**src/rtl/ptimer_pkg.sv**
```systemverilog
// Shared definitions for the divider-tapped timer.
// Assumes a 2-bit register address and a 3-bit control field.
package ptimer_pkg;

    // Register address map seen on the addr port
    typedef enum logic [1:0] {
        REG_DIV = 2'd0,
        REG_CNT = 2'd1,
        REG_MOD = 2'd2,
        REG_CTL = 2'd3
    } reg_sel_e;

    localparam int CTL_W   = 3;   // stored control bits
    localparam int SEL_W   = 2;   // tap select field width
    localparam int EN_BIT  = 2;   // enable position in the control field
    localparam int N_TAPS  = 4;   // number of selectable divider bits

endpackage

```
**src/rtl/ptimer_divtap.sv**
```systemverilog
// Free-running divider plus tap selection and falling-edge detection.
// Assumes the enable and select inputs come from registers, so the tap
// level only changes at clock edges. A clear forces the divider to zero
// and is seen by the edge detector like any other change.
module ptimer_divtap
    import ptimer_pkg::*;
#(
    parameter int DIV_W = 16,
    parameter int TAP0  = 9,
    parameter int TAP1  = 3,
    parameter int TAP2  = 5,
    parameter int TAP3  = 7
) (
    input  logic             clk,
    input  logic             rst_n,
    input  logic             div_clr,
    input  logic             tap_en,
    input  logic [SEL_W-1:0] tap_sel,
    output logic [DIV_W-1:0] div_q,
    output logic             tick
);

    localparam int TAP_LIST [N_TAPS] = '{TAP0, TAP1, TAP2, TAP3};

    logic [N_TAPS-1:0] tap_vec;
    logic              tap_now;
    logic              tap_q;

    // Pick out each candidate divider bit
    for (genvar g = 0; g < N_TAPS; g++) begin : g_tap
        assign tap_vec[g] = div_q[TAP_LIST[g]];
    end

    // Gated level of the selected bit in the current state
    assign tap_now = tap_en & tap_vec[tap_sel];
    assign tick    = tap_q & ~tap_now;

    // Divider: clear on request, otherwise count every clock
    always_ff @(posedge clk) begin
        if (!rst_n)       div_q <= '0;
        else if (div_clr) div_q <= '0;
        else              div_q <= div_q + 1'b1;
    end

    // Remember the previous gated level for edge detection
    always_ff @(posedge clk) begin
        if (!rst_n) tap_q <= 1'b0;
        else        tap_q <= tap_now;
    end

endmodule

```
**src/rtl/ptimer_ovf.sv**
```systemverilog
// Counter, modulo register and delayed-reload sequencer.
// Assumes at most one of cnt_we / mod_we per clock (single write port).
// pend_q counts down from RELOAD_DLY after a wrap; value 1 marks the
// reload cycle. Increments arriving while pend_q is non-zero are dropped.
module ptimer_ovf #(
    parameter int DATA_W     = 8,
    parameter int RELOAD_DLY = 4
) (
    input  logic              clk,
    input  logic              rst_n,
    input  logic              tick,
    input  logic              cnt_we,
    input  logic              mod_we,
    input  logic [DATA_W-1:0] wdata,
    output logic [DATA_W-1:0] cnt_q,
    output logic [DATA_W-1:0] mod_q,
    output logic [$clog2(RELOAD_DLY+1)-1:0] pend_q,
    output logic              irq
);

    localparam int PW = $clog2(RELOAD_DLY + 1);
    localparam logic [PW-1:0] PEND_LAST = PW'(1);
    localparam logic [PW-1:0] PEND_INIT = PW'(RELOAD_DLY);

    logic reload_now;
    logic pending;
    logic wrap;

    assign reload_now = (pend_q == PEND_LAST);
    assign pending    = (pend_q != '0);
    assign wrap       = tick && (cnt_q == '1);

    // Modulo register: plain software write
    always_ff @(posedge clk) begin
        if (!rst_n)      mod_q <= '0;
        else if (mod_we) mod_q <= wdata;
    end

    // Interrupt pulse one cycle after the reload edge
    always_ff @(posedge clk) begin
        if (!rst_n) irq <= 1'b0;
        else        irq <= reload_now;
    end

    // Counter value with reload, write and increment priority
    always_ff @(posedge clk) begin
        if (!rst_n)          cnt_q <= '0;
        else if (reload_now) cnt_q <= mod_we ? wdata : mod_q;
        else if (cnt_we)     cnt_q <= wdata;
        else if (pending)    cnt_q <= cnt_q;
        else if (tick)       cnt_q <= cnt_q + 1'b1;
    end

    // Reload countdown: start on wrap, cancel on counter write
    always_ff @(posedge clk) begin
        if (!rst_n)          pend_q <= '0;
        else if (reload_now) pend_q <= '0;
        else if (cnt_we)     pend_q <= '0;
        else if (pending)    pend_q <= pend_q - 1'b1;
        else if (wrap)       pend_q <= PEND_INIT;
    end

endmodule

```
**src/rtl/ptimer_regs.sv**
```systemverilog
// Address decode, control register storage and read multiplexer.
// Assumes reads are combinational and writes take effect at the edge.
module ptimer_regs
    import ptimer_pkg::*;
#(
    parameter int DATA_W = 8
) (
    input  logic              clk,
    input  logic              rst_n,
    input  logic [1:0]        addr,
    input  logic              wr_en,
    input  logic [CTL_W-1:0]  ctl_wdata,
    input  logic [DATA_W-1:0] div_hi,
    input  logic [DATA_W-1:0] cnt_q,
    input  logic [DATA_W-1:0] mod_q,
    output logic              div_clr,
    output logic              cnt_we,
    output logic              mod_we,
    output logic              tap_en,
    output logic [SEL_W-1:0]  tap_sel,
    output logic [DATA_W-1:0] rdata
);

    logic [CTL_W-1:0] ctl_q;
    logic             ctl_we;

    // Write strobes per register
    assign div_clr = wr_en && (addr == REG_DIV);
    assign cnt_we  = wr_en && (addr == REG_CNT);
    assign mod_we  = wr_en && (addr == REG_MOD);
    assign ctl_we  = wr_en && (addr == REG_CTL);

    assign tap_en  = ctl_q[EN_BIT];
    assign tap_sel = ctl_q[SEL_W-1:0];

    // Control register storage
    always_ff @(posedge clk) begin
        if (!rst_n)      ctl_q <= '0;
        else if (ctl_we) ctl_q <= ctl_wdata;
    end

    // Read data selection
    always_comb begin
        case (addr)
            REG_DIV: rdata = div_hi;
            REG_CNT: rdata = cnt_q;
            REG_MOD: rdata = mod_q;
            default: rdata = {{(DATA_W-CTL_W){1'b0}}, ctl_q};
        endcase
    end

endmodule

```
**src/rtl/ptimer_top.sv**
```systemverilog
// Divider-tapped interval timer: top level wiring.
// Assumes a single register port with one access per clock.
module ptimer_top
    import ptimer_pkg::*;
#(
    parameter int DIV_W      = 16,
    parameter int DATA_W     = 8,
    parameter int RELOAD_DLY = 4,
    parameter int TAP0       = 9,
    parameter int TAP1       = 3,
    parameter int TAP2       = 5,
    parameter int TAP3       = 7
) (
    input  logic              clk,
    input  logic              rst_n,
    input  logic [1:0]        addr,
    input  logic [DATA_W-1:0] wdata,
    input  logic              wr_en,
    output logic [DATA_W-1:0] rdata,
    output logic              irq
);

    localparam int PW = $clog2(RELOAD_DLY + 1);

    logic [DIV_W-1:0]  div_q;
    logic [DATA_W-1:0] cnt_q;
    logic [DATA_W-1:0] mod_q;
    logic [PW-1:0]     pend_q;
    logic              div_clr;
    logic              cnt_we;
    logic              mod_we;
    logic              tap_en;
    logic [SEL_W-1:0]  tap_sel;
    logic              tick;

    ptimer_regs #(.DATA_W(DATA_W)) u_regs (
        .clk       (clk),
        .rst_n     (rst_n),
        .addr      (addr),
        .wr_en     (wr_en),
        .ctl_wdata (wdata[CTL_W-1:0]),
        .div_hi    (div_q[DIV_W-1 -: DATA_W]),
        .cnt_q     (cnt_q),
        .mod_q     (mod_q),
        .div_clr   (div_clr),
        .cnt_we    (cnt_we),
        .mod_we    (mod_we),
        .tap_en    (tap_en),
        .tap_sel   (tap_sel),
        .rdata     (rdata)
    );

    ptimer_divtap #(
        .DIV_W(DIV_W), .TAP0(TAP0), .TAP1(TAP1), .TAP2(TAP2), .TAP3(TAP3)
    ) u_div (
        .clk     (clk),
        .rst_n   (rst_n),
        .div_clr (div_clr),
        .tap_en  (tap_en),
        .tap_sel (tap_sel),
        .div_q   (div_q),
        .tick    (tick)
    );

    ptimer_ovf #(.DATA_W(DATA_W), .RELOAD_DLY(RELOAD_DLY)) u_ovf (
        .clk    (clk),
        .rst_n  (rst_n),
        .tick   (tick),
        .cnt_we (cnt_we),
        .mod_we (mod_we),
        .wdata  (wdata),
        .cnt_q  (cnt_q),
        .mod_q  (mod_q),
        .pend_q (pend_q),
        .irq    (irq)
    );

endmodule

```
**config.mk**
```make
export PLATFORM = sky130hd
export DESIGN_NAME = ptimer_top
export DESIGN_NICKNAME = d
export VERILOG_FILES = /design/src/rtl/ptimer_pkg.sv /design/src/rtl/ptimer_divtap.sv /design/src/rtl/ptimer_ovf.sv /design/src/rtl/ptimer_regs.sv /design/src/rtl/ptimer_top.sv
export SDC_FILE = /design/constraint.sdc
export NUM_CORES = 1
export LEC_CHECK = 0
export BUFFER_PORTS_ARGS = -buffer_cell sky130_fd_sc_hd__buf_2
export CORE_ASPECT_RATIO = 1.2
export CORE_MARGIN = 2
export CORE_UTILIZATION = 36
export CTS_CLUSTER_DIAMETER = 60
export DETAILED_ROUTE_END_ITERATION = 16
export GPL_TIMING_DRIVEN = 0
export PLACE_DENSITY_LB_ADDON = 0.08
export SYNTH_ARGS = -nofsm -noshare
export SYNTH_HDL_FRONTEND = slang
export SYNTH_SLANG_ARGS = --single-unit
```
**constraint.sdc**
```tcl
create_clock -name clk -period 1.75 [get_ports clk]
set_input_delay 0.35 -clock clk [delete_from_list [all_inputs] [get_ports clk]]
set_output_delay 0.35 -clock clk [all_outputs]
set_load 0.03 [all_outputs]
```
==> summary.txt <==
Route
  – DR WL/cell: 15.4 um
  – Remaining antenna violation count: 0
  – DRC Markers: 0
  – Starting DRT DRC Count: 63
  – 1st-pass router iterations: 4
  – Via-per-instance ratio: 5.25
  – Vias: 1,773
  – WL final: 5220 um

Timing
  – FMAX: 586 MHz
  – WHS: 0.332 ns
  – Final critical-path required period: 1.71 ns
  – Max Slew Vio Count: 0
  – Worst-Margin Slew: 0.601 ns
  – Worst slew margin: 59.7%
  – Fin. Hold Viols: 0
  – Min setup slack post-route: 0.0428 ns
  – RSZ-0062 raised after global routing: true
  – Setup-failing EPs final: 0
  – Skew final: 0.00456 ns
  – Period utilisation layout: 97.6%

Critical path
  – Required @ worst endpoint: 1.40 ns
  – Crit path DAT: 1.36 ns
  – Crit Path Max Fanout: 7
  – RR Startpoint: u_ovf.pend_q[1]
  – CP startpoint: u_ovf.cnt_q[2]
  – Setup CP Type: flop to output port
  – FF-to-FF setup slack: 0.11 ns
  – Crit. End Element: output port
  – Startpoint Class: flop

Status
  – Status: completed

Floorplan
  – I/O pin count: 22
  – Chip width: 73.3 um
  – Total die area: 0.00638 mm2
  – Std-Cell Core Area: 0.00559 mm2
  – Initial Util: 37.1%
  – # rows: 30
  – Die Ht: 87.1 um

Synth
  – Synth Net Count: 261
  – Area share of the leading cell type in the synthesized netlist: 38.6%
  – Area leader, netlist: dfxtp_1
  – Synthesized instance count: 246
  – Asr flop ratio synth: 0%
  – Flops & latches, synth: 40
  – Post-Syn Area per Cell: 8.43 um2
  – Area contributors post-synth: dfxtp_1 (39%), nand2_1 (7.2%), mux2i_1 (4.8%), o21ai_0 (4.6%), xor2_1 (4.2%)
  – Seq/Total Area, Yosys: 38.6%
  – Number of synthesized flops with an enable pin: 0
  – Synth cell types: 46
  – Post-synth top flop: dfxtp_1
  – Yosys warns: 0
  – Mapped Area: 0.00207 mm2

Layout
  – Most common cell after layout, fill and taps aside: nand2_1
  – Non-Filler Instances: 338
  – Most frequent cells in the layout: nand2_1 (39), dfxtp_1 (38), nor2_1 (23), buf_2 (19), o21ai_0 (18)
  – Antenna diodes: 0
  – Area delta synth->final: 16.5%
  – Nets: 289
  – Final core occ: 43.2%
  – Layout cells sized above 1: 17.5%

Global route
  – GR Util met3: 3.82%
  – First-pass GRT wire length: 8850 um
  – Met2 Resource Use GR: 31.8%
  – Initial antenna violation count: 0
  – Busiest layer in global routing: met2
  – GR Layer Usage met1: 21.4%
  – Aggregate global-route resource usage: 18.0%
  – Vias in the first global route: 1,815
  – Largest net degree at the start of global routing: 12
  – Aggregate global routing overflow: 0

Power
  – Max VDD drop: 0.341 mV
  – Pwr dens: 737 mW/mm2
  – Leak: 0.896 nW

Clock tree
  – TritonCTS Buffers: 5
  – H-Tree Depth: 2
  – Insertion delay to the later sink of the worst-skew pair: 0.29 ns
  – Clock sink total: 40
  – CTS Buffer Depth: 2
  – Clock Tree Root: clkbuf_8
  – Clock transition at the registers of the reported paths: 0.07 ns
  – CTS tree: built

Worst hold path
  – Worst min path class: input pin to flop
  – Hold wc startpoint: wdata[7]

Placed design
  – Dpl ws: -0.162 ns
  – IO buf count: 20
  – DP HPWL: 4070 um
  – Placed cells: 330
  – GP Congestion: 0.774

Flow run
  – MaxCap Viol Count: 0
-- report_power, final --
group | total (mW) | switching [mW] | internal (mW) | leakage (nW)
Combinational | 0.171 | 0.0990 | 0.0723 | 0.521
Clock | 0.653 | 0.302 | 0.351 | 0.0503
Sequential | 0.955 | 0.0242 | 0.931 | 0.325
Total | 1.78 | 0.426 | 1.35 | 0.896
-- flip-flops by register name, summed over array words and instances (netlist names) --
| signal | flops |
|---|---|
| u_div.div_q | 16 |
| u_ovf.cnt_q | 8 |
| u_ovf.mod_q | 8 |
| u_ovf.pend_q | 3 |
| u_regs.ctl_q | 3 |
| u_div.tap_q | 1 |
| u_ovf.irq | 1 |
-- final timing paths --
check	endpoint	cells past startpoint
setup / recovery	rdata[2]	2
hold / removal	u_ovf.mod_q[7]	3
setup reg to reg	u_ovf.cnt_q[2]	5
hold reg to reg	u_div.div_q[0]	1
-- cells by family (layout without fill, tap and decap cells) --
kind of cell | after synthesis | in the layout | share of synthesized area (%)
AO/OA/AOI/OAI | 53 | 53 | 16.2
multiplexers | 15 | 15 | 9.35
adder cells (fa/ha/maj) | 2 | 2 | 1.21
AND/OR/NAND/NOR | 111 | 111 | 26.3
buffers and inverters | 11 | 39 | 2.41
XOR/XNOR | 14 | 14 | 5.91
flip-flops | 40 | 40 | 38.6
-- layer usage --
layer | up-vias | share of wire [%]
met3 | 6 | 2.2
met1 | 827 | 45
li1 | 927 | -
met5 | - | 0
met2 | 13 | 51
met4 | 0 | 1.3
-- final cells by class --
cell class / count / area (um2)
flip-flops and latches: 40 / 803
well taps: 64 / 80.1
inverters: 3 / 11.3
clock buffers: 7 / 96.3
plain buffers: 8 / 55.1
fillers: 553 / 3180
multi-input cells: 195 / 1260
repair buffers: 21 / 110
-- synth_stat cells (2+ instances only) --
| cell type | count |
|---|---|
| ha_1 | 2 |
| o22ai_1 | 4 |
| nor2_1 | 23 |
| inv_1 | 3 |
| a21oi_1 | 9 |
| nand2_1 | 40 |
| nand4_1 | 3 |
| mux4_2 | 3 |
| and2_1 | 2 |
| xnor2_1 | 4 |
| and4_1 | 2 |
| a21boi_0 | 9 |
| nand3_1 | 12 |
| xor2_1 | 10 |
| mux2i_1 | 10 |
| nor3_1 | 7 |
| nand2b_1 | 2 |
| nand3b_1 | 4 |
| clkbuf_1 | 6 |
| nor2b_1 | 4 |
| o221ai_1 | 2 |
| o21ai_0 | 19 |
| dfxtp_1 | 40 |
| or3_1 | 4 |
-- worst max-delay path, stage by stage, from the launching register on --
cell     delay (ns)
dfxtp_1        0.39
mux4_2         0.49
buf_2          0.19
-- through the flow --
step	power, mW	TNS (ns)	instance area [um2]
finish	1.78	0	2410
global placement	1.14	-2.13	2250
CTS	1.80	0	2360
detailed placement	1.14	-2.05	2250
global route	1.87	-0.0193	2410
floorplan	1.08	0	2070
-- repair_timing --
action	in CTS	in global routing
hold endpoints to repair	0	0
pin swaps	0	1
setup endpoints to repair	7	16
resized for setup	4	12
buffers inserted	1	0
hold buffers	0	0
(Power assumes the default switching activity.)
